`src/rtl/vlan_filt_pkg.sv`:
```
package vlan_filt_pkg;
  localparam int unsigned NUM_PORTS = 8;
  localparam int unsigned PORT_W    = $clog2(NUM_PORTS);

  typedef logic [NUM_PORTS-1:0] port_map_t;
  typedef logic [PORT_W-1:0]    port_idx_t;
endpackage

```
`src/rtl/vlan_mask_store.sv`:
```
module vlan_mask_store #(
  parameter int unsigned NUM_PORTS = vlan_filt_pkg::NUM_PORTS,
  localparam int unsigned PORT_W   = $clog2(NUM_PORTS)
) (
  input  logic                                clk_i,
  input  logic                                rst_ni,
  input  logic                                mask_we_i,
  input  logic [PORT_W-1:0]                   mask_port_i,
  input  logic [NUM_PORTS-1:0]                mask_i,
  input  logic                                enf_we_i,
  input  logic                                enf_i,
  output logic [NUM_PORTS-1:0][NUM_PORTS-1:0] masks_o,
  output logic                                enf_o
);
  logic [NUM_PORTS-1:0][NUM_PORTS-1:0] masks_q;
  logic                                enf_q;

  for (genvar p = 0; p < NUM_PORTS; p++) begin : g_mask
    always_ff @(posedge clk_i or negedge rst_ni) begin
      if (!rst_ni) begin
        masks_q[p] <= '1;
      end else if (mask_we_i && (mask_port_i == PORT_W'(p))) begin
        masks_q[p] <= mask_i;
      end
    end
  end

  always_ff @(posedge clk_i or negedge rst_ni) begin
    if (!rst_ni) begin
      enf_q <= 1'b0;
    end else if (enf_we_i) begin
      enf_q <= enf_i;
    end
  end

  assign masks_o = masks_q;
  assign enf_o   = enf_q;
endmodule

```
`src/rtl/vlan_mask_apply.sv`:
```
module vlan_mask_apply #(
  parameter int unsigned NUM_PORTS = vlan_filt_pkg::NUM_PORTS,
  localparam int unsigned PORT_W   = $clog2(NUM_PORTS)
) (
  input  logic [NUM_PORTS-1:0][NUM_PORTS-1:0] masks_i,
  input  logic                                enf_i,
  input  logic [PORT_W-1:0]                   port_i,
  input  logic [NUM_PORTS-1:0]                dest_i,
  input  logic                                mcast_i,
  output logic [NUM_PORTS-1:0]                sel_mask_o,
  output logic [NUM_PORTS-1:0]                dest_o
);
  logic [NUM_PORTS-1:0] allow;
  logic [NUM_PORTS-1:0] self_bit;

  always_comb begin
    sel_mask_o = masks_i[port_i];
    // unicast bypasses the VLAN mask unless enforcement is on
    allow      = (mcast_i || enf_i) ? sel_mask_o : '1;
    self_bit   = NUM_PORTS'(1) << port_i;
    dest_o     = dest_i & allow & ~self_bit;
  end
endmodule

```
`src/rtl/vlan_egress_filter.sv`:
```
module vlan_egress_filter #(
  parameter int unsigned NUM_PORTS = vlan_filt_pkg::NUM_PORTS,
  localparam int unsigned PORT_W   = $clog2(NUM_PORTS)
) (
  input  logic                 clk_i,
  input  logic                 rst_ni,
  input  logic                 cfg_mask_we_i,
  input  logic [PORT_W-1:0]    cfg_port_i,
  input  logic [NUM_PORTS-1:0] cfg_mask_i,
  input  logic                 cfg_enf_we_i,
  input  logic                 cfg_enf_i,
  input  logic                 req_valid_i,
  input  logic [PORT_W-1:0]    req_port_i,
  input  logic [NUM_PORTS-1:0] req_dest_i,
  input  logic                 req_mcast_i,
  output logic                 rsp_valid_o,
  output logic [NUM_PORTS-1:0] rsp_dest_o
);
  logic [NUM_PORTS-1:0][NUM_PORTS-1:0] masks;
  logic                                enf;
  logic [NUM_PORTS-1:0]                sel_mask;
  logic [NUM_PORTS-1:0]                filt_dest;
  logic                                valid_q;
  logic [NUM_PORTS-1:0]                dest_q;

  vlan_mask_store #(.NUM_PORTS(NUM_PORTS)) u_store (
    .clk_i       (clk_i),
    .rst_ni      (rst_ni),
    .mask_we_i   (cfg_mask_we_i),
    .mask_port_i (cfg_port_i),
    .mask_i      (cfg_mask_i),
    .enf_we_i    (cfg_enf_we_i),
    .enf_i       (cfg_enf_i),
    .masks_o     (masks),
    .enf_o       (enf)
  );

  vlan_mask_apply #(.NUM_PORTS(NUM_PORTS)) u_apply (
    .masks_i    (masks),
    .enf_i      (enf),
    .port_i     (req_port_i),
    .dest_i     (req_dest_i),
    .mcast_i    (req_mcast_i),
    .sel_mask_o (sel_mask),
    .dest_o     (filt_dest)
  );

  always_ff @(posedge clk_i or negedge rst_ni) begin
    if (!rst_ni) begin
      valid_q <= 1'b0;
      dest_q  <= '0;
    end else begin
      valid_q <= req_valid_i;
      dest_q  <= req_valid_i ? filt_dest : '0;
    end
  end

  assign rsp_valid_o = valid_q;
  assign rsp_dest_o  = dest_q;
endmodule

```
`config.mk`:
```
export PLATFORM = sky130hd
export DESIGN_NAME = vlan_egress_filter
export DESIGN_NICKNAME = d
export VERILOG_FILES = /design/src/rtl/vlan_filt_pkg.sv /design/src/rtl/vlan_mask_store.sv /design/src/rtl/vlan_mask_apply.sv /design/src/rtl/vlan_egress_filter.sv
export SDC_FILE = /design/constraint.sdc
export NUM_CORES = 1
export LEC_CHECK = 0
export BUFFER_PORTS_ARGS = -buffer_cell sky130_fd_sc_hd__buf_2
export CAP_MARGIN = 10
export CORE_ASPECT_RATIO = 1.25
export CORE_UTILIZATION = 34
export DETAILED_ROUTE_END_ITERATION = 10
export GPL_TIMING_DRIVEN = 0
export PLACE_DENSITY_LB_ADDON = 0.1
export SKIP_LAST_GASP = 1
export SLEW_MARGIN = 15
export SYNTH_ARGS = -nofsm -noshare
export SYNTH_HDL_FRONTEND = slang
export SYNTH_HIERARCHICAL = 1
export SYNTH_SLANG_ARGS = --single-unit
```
`constraint.sdc`:
```
create_clock -name clk_i -period 2.2 [get_ports clk_i]
set_input_delay 0.44 -clock clk_i [delete_from_list [all_inputs] [get_ports clk_i]]
set_output_delay 0.44 -clock clk_i [all_outputs]
set_load 0.01 [all_outputs]
```
### Word level (Yosys, flattened, before mapping)

Cells that the tools add are included.

| storage, ports and cells | value |
|---|---|
| bits of input ports | 29 |
| register bits | 74 |
| output and inout bits | 9 |

| operators by class | value |
|---|---|
| mux-type cells | 4 |
| reductions and logical operators | 10 |
| bitwise gates (word level) | 3 |
| $lt $le $gt $ge | 1 |
| shifts and indexed selects | 1 |
| eq/ne operators | 7 |

Operators by type and width:

| cell | count |
|---|---|
| $bmux W8 S3 | 1 |
| $mux W8 | 3 |
| $and A8 B8 Y8 | 2 |
| $eq A3 B3 Y1 const B | 4 |
| $logic_and A1 B1 Y1 | 8 |
| $not A8 Y8 | 1 |
| $shl A1 B3 Y8 const A | 1 |
| $eq A3 B2 Y1 const B | 2 |
| $lt A3 B4 Y1 const B | 1 |
| $eq A3 B1 Y1 const B | 1 |
| $logic_not A3 Y1 | 1 |
| $logic_or A1 B1 Y1 | 1 |

### Longest topological paths before layout

Gate-level depths: netlist (run 1).

| logic depth | value |
|---|---|
| depth in word-level cells | 6 |
| mapped depth | 8 |
| depth with buffers taken out | 5 |

### Modules after synthesis

The synthesis (run 1) kept the hierarchy.

Modules (own cells, without submodules):

| module | area an instance (um^2) | instances | cells an instance |
|---|---|---|---|
| vlan_mask_store | 2568.7 | 1 | 145 |
| vlan_mask_apply | 709.4 | 1 | 81 |
| vlan_egress_filter | 275.3 | 1 | 17 |

### Worst setup path after synthesis (run 1)

Ideal clock, no wire load.

| timing path | value |
|---|---|
| path kind | in2reg |
| from | input req_port_i[0] |
| to | register dest_q[6], in the netlist rsp_dest_o[6] |
| data arrival time | 1664 ps |
| required time | 2081 ps |
| stages on the path | 5 |
| slack | 417 ps |
| setup time | 119 ps |
| path through | buf_6 mux4_2 mux2_4 o221a_1 and2_1 |

| between the ends | value |
|---|---|
| cells in the longest elaborated chain, start to end | 6 |
| elaborated cells on any way between the ends | 8 |
| those cells by class | shift: 1; mux: 4; bitwise: 3 |

Ends and longest elaborated chain:

| item | RTL line | RTL |
|---|---|---|
| start, declared | vlan_egress_filter.sv:13 | `input logic [PORT_W-1:0] req_port_i,` |
| $bmux W8 S3 | vlan_mask_apply.sv:17 | `sel_mask_o = masks_i[port_i];` |
| $mux W8 (not written as such) | vlan_mask_apply.sv:17 |  |
| net sel_mask[6] | vlan_egress_filter.sv:21 | `logic [NUM_PORTS-1:0] sel_mask;` |
| $mux W8 | vlan_mask_apply.sv:19 | `allow = (mcast_i \|\| enf_i) ? sel_mask_o : '1;` |
| $and A8 B8 Y8 (2 in a row) | vlan_mask_apply.sv:21 | `dest_o = dest_i & allow & ~self_bit;` |
| net filt_dest[6] | vlan_egress_filter.sv:22 | `logic [NUM_PORTS-1:0] filt_dest;` |
| $mux W8 | vlan_egress_filter.sv:54 | `dest_q <= req_valid_i ? filt_dest : '0;` |
| end signal, assigned | vlan_egress_filter.sv:54 |  |
| end, declared | vlan_egress_filter.sv:24 | `logic [NUM_PORTS-1:0] dest_q;` |

The timed path passes the listed nets, and every way through them passes these cells. The select of a mux whose other input is x is not followed.
A chain may end at the register's enable or synchronous reset.

### Worst setup path after layout (run 1)

| timing path | value |
|---|---|
| from | register u_store.masks_q (netlist bit u_store/masks_o[25]) |
| to | register dest_q[1], in the netlist rsp_dest_o[1] |

| between the ends | value |
|---|---|
| cells in the longest elaborated chain, start to end | 6 |

Ends and longest elaborated chain:

| item | RTL line | RTL |
|---|---|---|
| start, declared | vlan_mask_store.sv:15 | `logic [NUM_PORTS-1:0][NUM_PORTS-1:0] masks_q;` |
| start signal, assigned by index | vlan_mask_store.sv:23 | `masks_q[p] <= mask_i;` |
| $bmux W8 S3 | vlan_mask_apply.sv:17 |  |
| $mux W8 (not written as such) | vlan_mask_apply.sv:17 |  |
| net sel_mask[1] | vlan_egress_filter.sv:21 |  |
| $mux W8 | vlan_mask_apply.sv:19 |  |
| $and A8 B8 Y8 (2 in a row) | vlan_mask_apply.sv:21 |  |
| net filt_dest[1] | vlan_egress_filter.sv:22 |  |
| $mux W8 | vlan_egress_filter.sv:54 |  |

The timed path passes the listed nets, and every way through them passes these cells. The select of a mux whose other input is x is not followed.

==> results of run 1 <==
==> metal layers <==
| metal | GRT usage [%] | wire, um | vias up |
|---|---|---|---|
| met2 | 26.5 | 3760 | 44 |
| met1 | 21.2 | 3730 | 1074 |
| met3 | 4.20 | 323 | 6 |
| li1 | - | - | 973 |
| met5 | 0 | 0 | - |
| met4 | 6.77 | 129 | 0 |
==> worst paths after layout <==
path                                       endpoint                start  slack [ns]
worst min-delay path                    rsp_valid_o          req_valid_i        0.31
max in group asynchronous        u_store/masks_o[8]               rst_ni        1.49
worst max-delay path                  rsp_dest_o[1]  u_store/masks_o[25]        0.59
min in group asynchronous       u_store/masks_o[29]               rst_ni        0.41
worst min register to register        u_store/enf_o        u_store/enf_o        0.56
worst max register to register        rsp_dest_o[1]  u_store/masks_o[25]        0.59
==> registers in the layout (all words and copies together), names as in the netlist <==
signal / cells
rsp_dest_o: 8
u_store/enf_o: 1
rsp_valid_o: 1
u_store/masks_o: 64
==> area by class of cell <==
cell class | count | area [um2] | area share (%)
flip-flops and latches | 74 | 1930 | 46.6
well taps | 129 | 161 | 3.89
repair buffers | 31 | 173 | 4.16
multi-input cells | 148 | 1490 | 36.0
inverters | 1 | 3.75 | 0.0905
clock buffers | 14 | 274 | 6.61
plain buffers | 15 | 100 | 2.41
clock inverters | 2 | 10.0 | 0.241
==> per-stage QoR <==
step	utilization (%)	hold WS (ns)	power (mW)	area (um2)
3_5_place_dp	38.2	0.549	2.63	3860
5_1_grt	41.0	0.307	4.19	4150
2_1_floorplan	-	0.144	2.42	3530
4_1_cts	41.0	0.296	4.04	4150
6_report	41.0	0.311	3.98	4150
3_3_place_gp	38.0	0.520	2.61	3840
==> power groups by stage <==
stage	combinational (mW)	clock [mW]	sequential [mW]
CTS	0.672	1.43	1.94
detailed placement	0.669	0	1.97
floorplan	0.492	0	1.93
global route	0.722	1.48	1.98
finish	0.658	1.38	1.94
global placement	0.654	0	1.96
==> flow_summary.toml, run 1 <==
[placed_design]
portBuffers = 30
hpwlAfterDp_um = 5440
post-place-cells = 398
place_ws_ns = 0.236
gp_congestion = 0.691

[cells_and_area]
n_antenna_cell = 0
stdcell_count = 414
nets = 309
nFillCells = 978
drive_above_1_share_pct = 70.9
final_cell_mix = "mux2_2 (69), dfstp_2 (64), buf_2 (37)"
layout_commonest_cell = "mux2_2"
area_delta_synth_final_pct = 17.5

[critical_path]
path_cells = "mux4_2 -> mux2_2 -> o211a_1 -> and2_1"
start_kind = "register"
crit_required_ns = 2.42
cp.depth = 4
critPathMaxStageDelay_ns = 0.46
arrival_ns = 1.84
cp-end-kind = "register"
rr_worst_depth = 4
crit_type = "register to register"
slowest_stage = "mux4_2"
critPathMaxFanout = 2
path_buf_inv = 0
cp_top_family = "multiplexers"

[cts]
root_buffer = "clkbuf_16"
cts_resized = 0
numCtsBuffers = 9
holdBufCountCts = 0
clk_latency_ns = 0.33
htreeDepth = 3
cts_sinks = 74
path_clk_slew_ns = 0.05
cts_buffer_depth = 2
cts_tree = "yes"
postCtsSetupBuffers = 0

[die]
die_w_um = 93.1
die-area_mm2 = 0.0108
core_mm2 = 0.0101
start_util_pct = 34.9
die_y_um = 116
pin_count = 38
num_rows = 41

[power_and_ir_drop]
switching_share_pct = 23.0
pwr_density_cell_mw_per_mm2 = 959
internal_power_mw = 3.06
ir_drop_mv = 0.314
seq_power_share_pct = 48.8
p_leak_nw = 1.72
combPwrFrac_pct = 16.5
clkPwrFrac_pct = 34.7
p_sw_uw = 916

[global_route]
antenna_found_initial = 0
groute.usage.overall_pct = 16.5
grt-ovfl-total = 0
grt_max_degree = 40
grt_pass1_wl_um = 12700
grt_pass1_vias = 2260

[sta]
worstMarginPinSlew_ns = 0.848
fin_crit_sh_pct = 73.3
finalMaxSlewViolations = 0
slew_headroom_pct = 43.2
finalHoldViolations = 0
fmax_mhz = 620
rsz0062_at_grt = "false"
finalSetupViolCount = 0
clock_skew_ns = 0.00259
tns_ns = 0
fin_crit_ns = 1.61
worst_slack_ns = 0.587

[detailed_routing]
wire_per_inst_um = 19.2
firstDrtPassIters = 4
drc = 0
drtAntennaViolNets = 0
vias = 2097
drt_iter0_drc = 70
wl_um = 7940
avgViaCountPerCell = 5.07

[flow_run]
drv_cap = 0

[status]
outcome = "finished, final reports clean"

[synth]
syn_area_per_cell_um2 = 14.8
yosys_warnings = 6
syn-instance-count = 238
synth_area_mm2 = 0.00353
syn-num-nets = 267

[worst_hold_path]
hold-path-cell-count = 1
worst_hold_path_type = "input port to register"
(Power assumes the default switching activity.)
==> inputs of run 2 (changes only) <==
Settings changed: ABC_AREA set to 1.
Clock period 2.2 ns to 1.45 ns, I/O delays scaled along.
==> run 2 against run 1 <==
Against the previous run:
- clock-buffer cell count grew 1
- critical path type unchanged
- critical path depth grew 1
- clock power rose by 70%
- fmax increased by 22%
==> flow_summary.toml, run 2 <==
[sta]
rsz0062_at_grt = "false"
worstMarginPinSlew_ns = 0.683
fin_crit_ns = 1.33
finalHoldViolations = 0
clock_skew_ns = 0.00613
fmax_mhz = 754
slew_headroom_pct = 54.3
fin_crit_sh_pct = 91.5
finalSetupViolCount = 0
holdWs_ns = 0.0609
finalMaxSlewViolations = 0

[detailed_routing]
drc = 0
wire_per_inst_um = 15.4
vias = 3282
avgViaCountPerCell = 4.56
drtAntennaViolNets = 0
firstDrtPassIters = 4
drt_iter0_drc = 155
wl_um = 11100

[critical_path]
cp-end-kind = "register"
path_buf_inv = 2
rr_startpoint = "u_store/enf_o"
cp_top_family = "flip-flops"
crit-reg2reg-capture = "rsp_dest_o[4]"
slowest_stage = "dfrtp_1"
crit_type = "register to register"
critPathMaxFanout = 8
path_cells = "or2_2 -> buf_1 -> a21oi_2 -> nand2_1 -> inv_1"
crit_required_ns = 1.73
arrival_ns = 1.60
start_kind = "register"
critPathMaxStageDelay_ns = 0.37
rr_worst_depth = 5
regToRegSetupSlack_ns = 0.12

[cts]
postCtsSetupBuffers = 0
cts_buffer_depth = 2
htreeDepth = 3
cts_tree = "yes"
cts_sinks = 74
root_buffer = "clkbuf_16"
path_clk_slew_ns = 0.06
cts_resized = 0
numCtsBuffers = 9
holdBufCountCts = 0
clk_latency_ns = 0.34

[synth]
yosys_warnings = 6
syn-num-nets = 543
synth_area_mm2 = 0.00410
syn-instance-count = 514
syn_area_per_cell_um2 = 7.97

[cells_and_area]
layout_commonest_cell = "nand2_1"
n_antenna_cell = 0
final_cell_mix = "nand2_1 (286), dfstp_2 (64), nand2_2 (36), nand3_1 (36), buf_2 (32)"
area_delta_synth_final_pct = 16.7
drive_above_1_share_pct = 34.8
largest_reg_flops = 64
nets = 582
fin_util_pct = 41.0

[flow_run]
drv_cap = 0

[die]
start_util_pct = 35.1
die_w_um = 100
die-area_mm2 = 0.0125
die_y_um = 125
core_mm2 = 0.0117
num_rows = 44
pin_count = 38

[placed_design]
gp_congestion = 0.824
portBuffers = 27
hpwlAfterDp_um = 7810

[global_route]
grt_pass1_vias = 3160
grt-ovfl-total = 0
antenna_found_initial = 0
grt_max_degree = 58
grt_pass1_wl_um = 17800
groute.usage.overall_pct = 19.1

[status]
outcome = "finished, final reports clean"

[worst_hold_path]
worst_hold_path_type = "input port to asynchronous set/reset pin"

[power_and_ir_drop]
power_mw = 6.34
pwr_density_cell_mw_per_mm2 = 1330
ir_drop_mv = 0.541
p_leak_nw = 2.45
## run 2: final cells by class
| class | count | area (um2) |
|---|---|---|
| Sequential cell | 74 | 1930 |
| Inverter | 18 | 77.6 |
| Tap cell | 161 | 201 |
| Buffer | 26 | 317 |
| Fill cell | 1258 | 6890 |
| Timing Repair Buffer | 28 | 165 |
| Clock inverter | 1 | 30.0 |
| Multi-Input combinational cell | 396 | 1770 |
| Clock buffer | 15 | 288 |
## run 2: worst max-delay path by stage
| stage | depth (start not counted) | slack [ns] | start | to |
|---|---|---|---|---|
| 6_report | 5 | 0.12 | u_store/enf_o | rsp_dest_o[4] |
| 5_1_grt | 5 | 0.00008 | u_store/enf_o | rsp_dest_o[4] |
| 4_1_cts | 5 | 0.11 | u_store/enf_o | rsp_dest_o[4] |
| 3_5_place_dp | 6 | -0.12 | cfg_mask_we_i | u_store/masks_o[26] |
| 3_3_place_gp | 1 | -0.43 | rst_ni | rsp_dest_o[4] |
| 2_1_floorplan | 5 | 0.25 | u_store/enf_o | rsp_dest_o[0] |
## run 2: per-stage QoR
| stage | cells | cell area (um2) | TNS, ns | setup WS (ns) |
|---|---|---|---|---|
| finish | 719 | 4780 | 0 | 0.123 |
| global route | 719 | 4780 | 0 | 0.0000752 |
| floorplan | 514 | 4100 | 0 | 0.249 |
| CTS | 719 | 4780 | 0 | 0.105 |
| global placement | 702 | 4430 | -9.89 | -0.426 |
| detailed placement | 703 | 4460 | -2.31 | -0.117 |
## run 2: per-layer routing
metal | wire, um | track usage [%]
met1 | 5000 | 26.0
met3 | 513 | 3.98
met2 | 5360 | 30.2
met4 | 180 | 6.05
met5 | 0 | 0
## run 2: report_power, final
group          switching [mW]  internal [mW]
combinational           0.681          0.443
clock                   0.823           1.52
sequential              0.209           2.66
total                    1.71           4.63
==> inputs of run 3 (changes only) <==
Settings changed: MAX_ROUTING_LAYER set to met4.
==> run 3 against run 2 <==
Against the previous run:
- first-iteration DRC count rose by 13%
- final cell count did not move
- fmax fell by 0.79%
- clock skew fell by 0.00052 ns
- clock-buffer cell count did not move
- total power rose by 0.19%
- largest power group unchanged
- non-clock buffer count did not move
- die area did not move
- sequential share of layout area did not move
- via count rose by 0.12%
- routed wire length rose by 1.2%
- critical endpoint unchanged
- combinational power barely moved
==> flow_summary.toml, run 3 (synthesis gave the netlist of run 2 again) <==
[global_route]
grt_max_degree = 58
grt-ovfl-total = 0
groute.usage.overall_pct = 19.7
antenna_found_initial = 0
grt_pass1_vias = 3172
grt_pass1_wl_um = 17800

[power_and_ir_drop]
pwr_density_cell_mw_per_mm2 = 1330
ir_drop_mv = 0.542
p_leak_nw = 2.45

[placed_design]
post-place-cells = 703
hpwlAfterDp_um = 7810
gp_congestion = 0.836
portBuffers = 27

[cts]
holdBufCountCts = 0
cts_resized = 0
postCtsSetupBuffers = 0
cts_tree = "yes"
cts_sinks = 74
clk_latency_ns = 0.34
htreeDepth = 3
numCtsBuffers = 9
cts_buffer_depth = 2
path_clk_slew_ns = 0.06
root_buffer = "clkbuf_16"

[critical_path]
rr_worst_depth = 5
crit-reg2reg-capture = "rsp_dest_o[4]"
crit_required_ns = 1.73
cp-end-kind = "register"
crit_type = "register to register"
critPathMaxFanout = 8
path_cells = "or2_2 -> buf_1 -> a21oi_2 -> nand2_1 -> inv_1"
regToRegSetupSlack_ns = 0.11
critPathMaxStageDelay_ns = 0.37
rr_startpoint = "u_store/enf_o"
slowest_stage = "dfrtp_1"
arrival_ns = 1.61
start_kind = "register"

[die]
die-area_mm2 = 0.0125
die_w_um = 100
die_y_um = 125
num_rows = 44
pin_count = 38
start_util_pct = 35.1
core_mm2 = 0.0117

[detailed_routing]
drt_iter0_drc = 175
drtAntennaViolNets = 0
avgViaCountPerCell = 4.57
firstDrtPassIters = 5
wire_per_inst_um = 15.6
vias = 3286
drc = 0
wl_um = 11200

[cells_and_area]
nFillCells = 1258
nets = 582
fin_util_pct = 41.0
final_cell_mix = "nand2_1 (286), dfstp_2 (64), nand2_2 (36), nand3_1 (36), buf_2 (32)"
layout_commonest_cell = "nand2_1"
n_antenna_cell = 0
stdcell_count = 719
largest_reg_flops = 64
area_delta_synth_final_pct = 16.7
drive_above_1_share_pct = 34.8

[sta]
fin_crit_sh_pct = 92.2
finalMaxSlewViolations = 0
finalHoldViolations = 0
rsz0062_at_grt = "false"
finalSetupViolCount = 0
fmax_mhz = 748
clock_skew_ns = 0.00561
tns_ns = 0
slew_headroom_pct = 57.5
fin_crit_ns = 1.34
worstMarginPinSlew_ns = 0.634

[status]
outcome = "finished, final reports clean"

[worst_hold_path]
worst_hold_path_type = "input port to asynchronous set/reset pin"

[flow_run]
drv_cap = 0
run 3: layout make-up:
type | count | area [um2] | area share [%]
sequential | 74 | 1930 | 40.4
buffer | 26 | 317 | 6.62
timing repair buffer | 28 | 165 | 3.45
clock inverter | 1 | 30.0 | 0.628
clock buffer | 15 | 288 | 6.02
inverter | 18 | 77.6 | 1.62
multi-input combinational | 396 | 1770 | 37.0
tap | 161 | 201 | 4.21
run 3: where the power goes:
group / switching [mW] / internal [mW]
logic: 0.686 / 0.443
registers: 0.209 / 2.66
clock network: 0.828 / 1.52
run 3: how the worst max path moves through the flow:
stage                  startpoint                  end  slack, ns  cells past startpoint
floorplan           u_store/enf_o        rsp_dest_o[0]       0.25                      5
global placement           rst_ni        rsp_dest_o[4]      -0.43                      1
detailed placement  cfg_mask_we_i  u_store/masks_o[26]      -0.12                      6
CTS                 u_store/enf_o        rsp_dest_o[4]       0.11                      5
global route        u_store/enf_o        rsp_dest_o[4]    0.00008                      5
finish              u_store/enf_o        rsp_dest_o[4]       0.11                      5
run 3: metrics by stage:
stage,cell area (um2),hold slack (ns),worst slack [ns],power [mW]
after floorplan,4100,-0.00559,0.249,3.66
after global placement,4430,0.411,-0.426,4.01
after detailed placement,4460,0.413,-0.117,4.04
after CTS,4780,0.0568,0.105,6.44
after global routing,4780,0.0674,0.0000817,6.71
final,4780,0.0633,0.113,6.35
run 3: metal layers:
metal | track usage (%) | share of wire, %
met1 | 26.1 | 46
met2 | 30.1 | 48
met3 | 3.98 | 4.5
met4 | 6.05 | 1.6
met5 | - | 0
run 3: worst max-delay path, delay by kind of cell (launching register included):
kind / cells / cell delay, ns
AOI/OAI and AO/OA: 1 / 0.22
buffers and inverters: 2 / 0.32
DFF: 1 / 0.37
and+or+nand+nor: 2 / 0.36
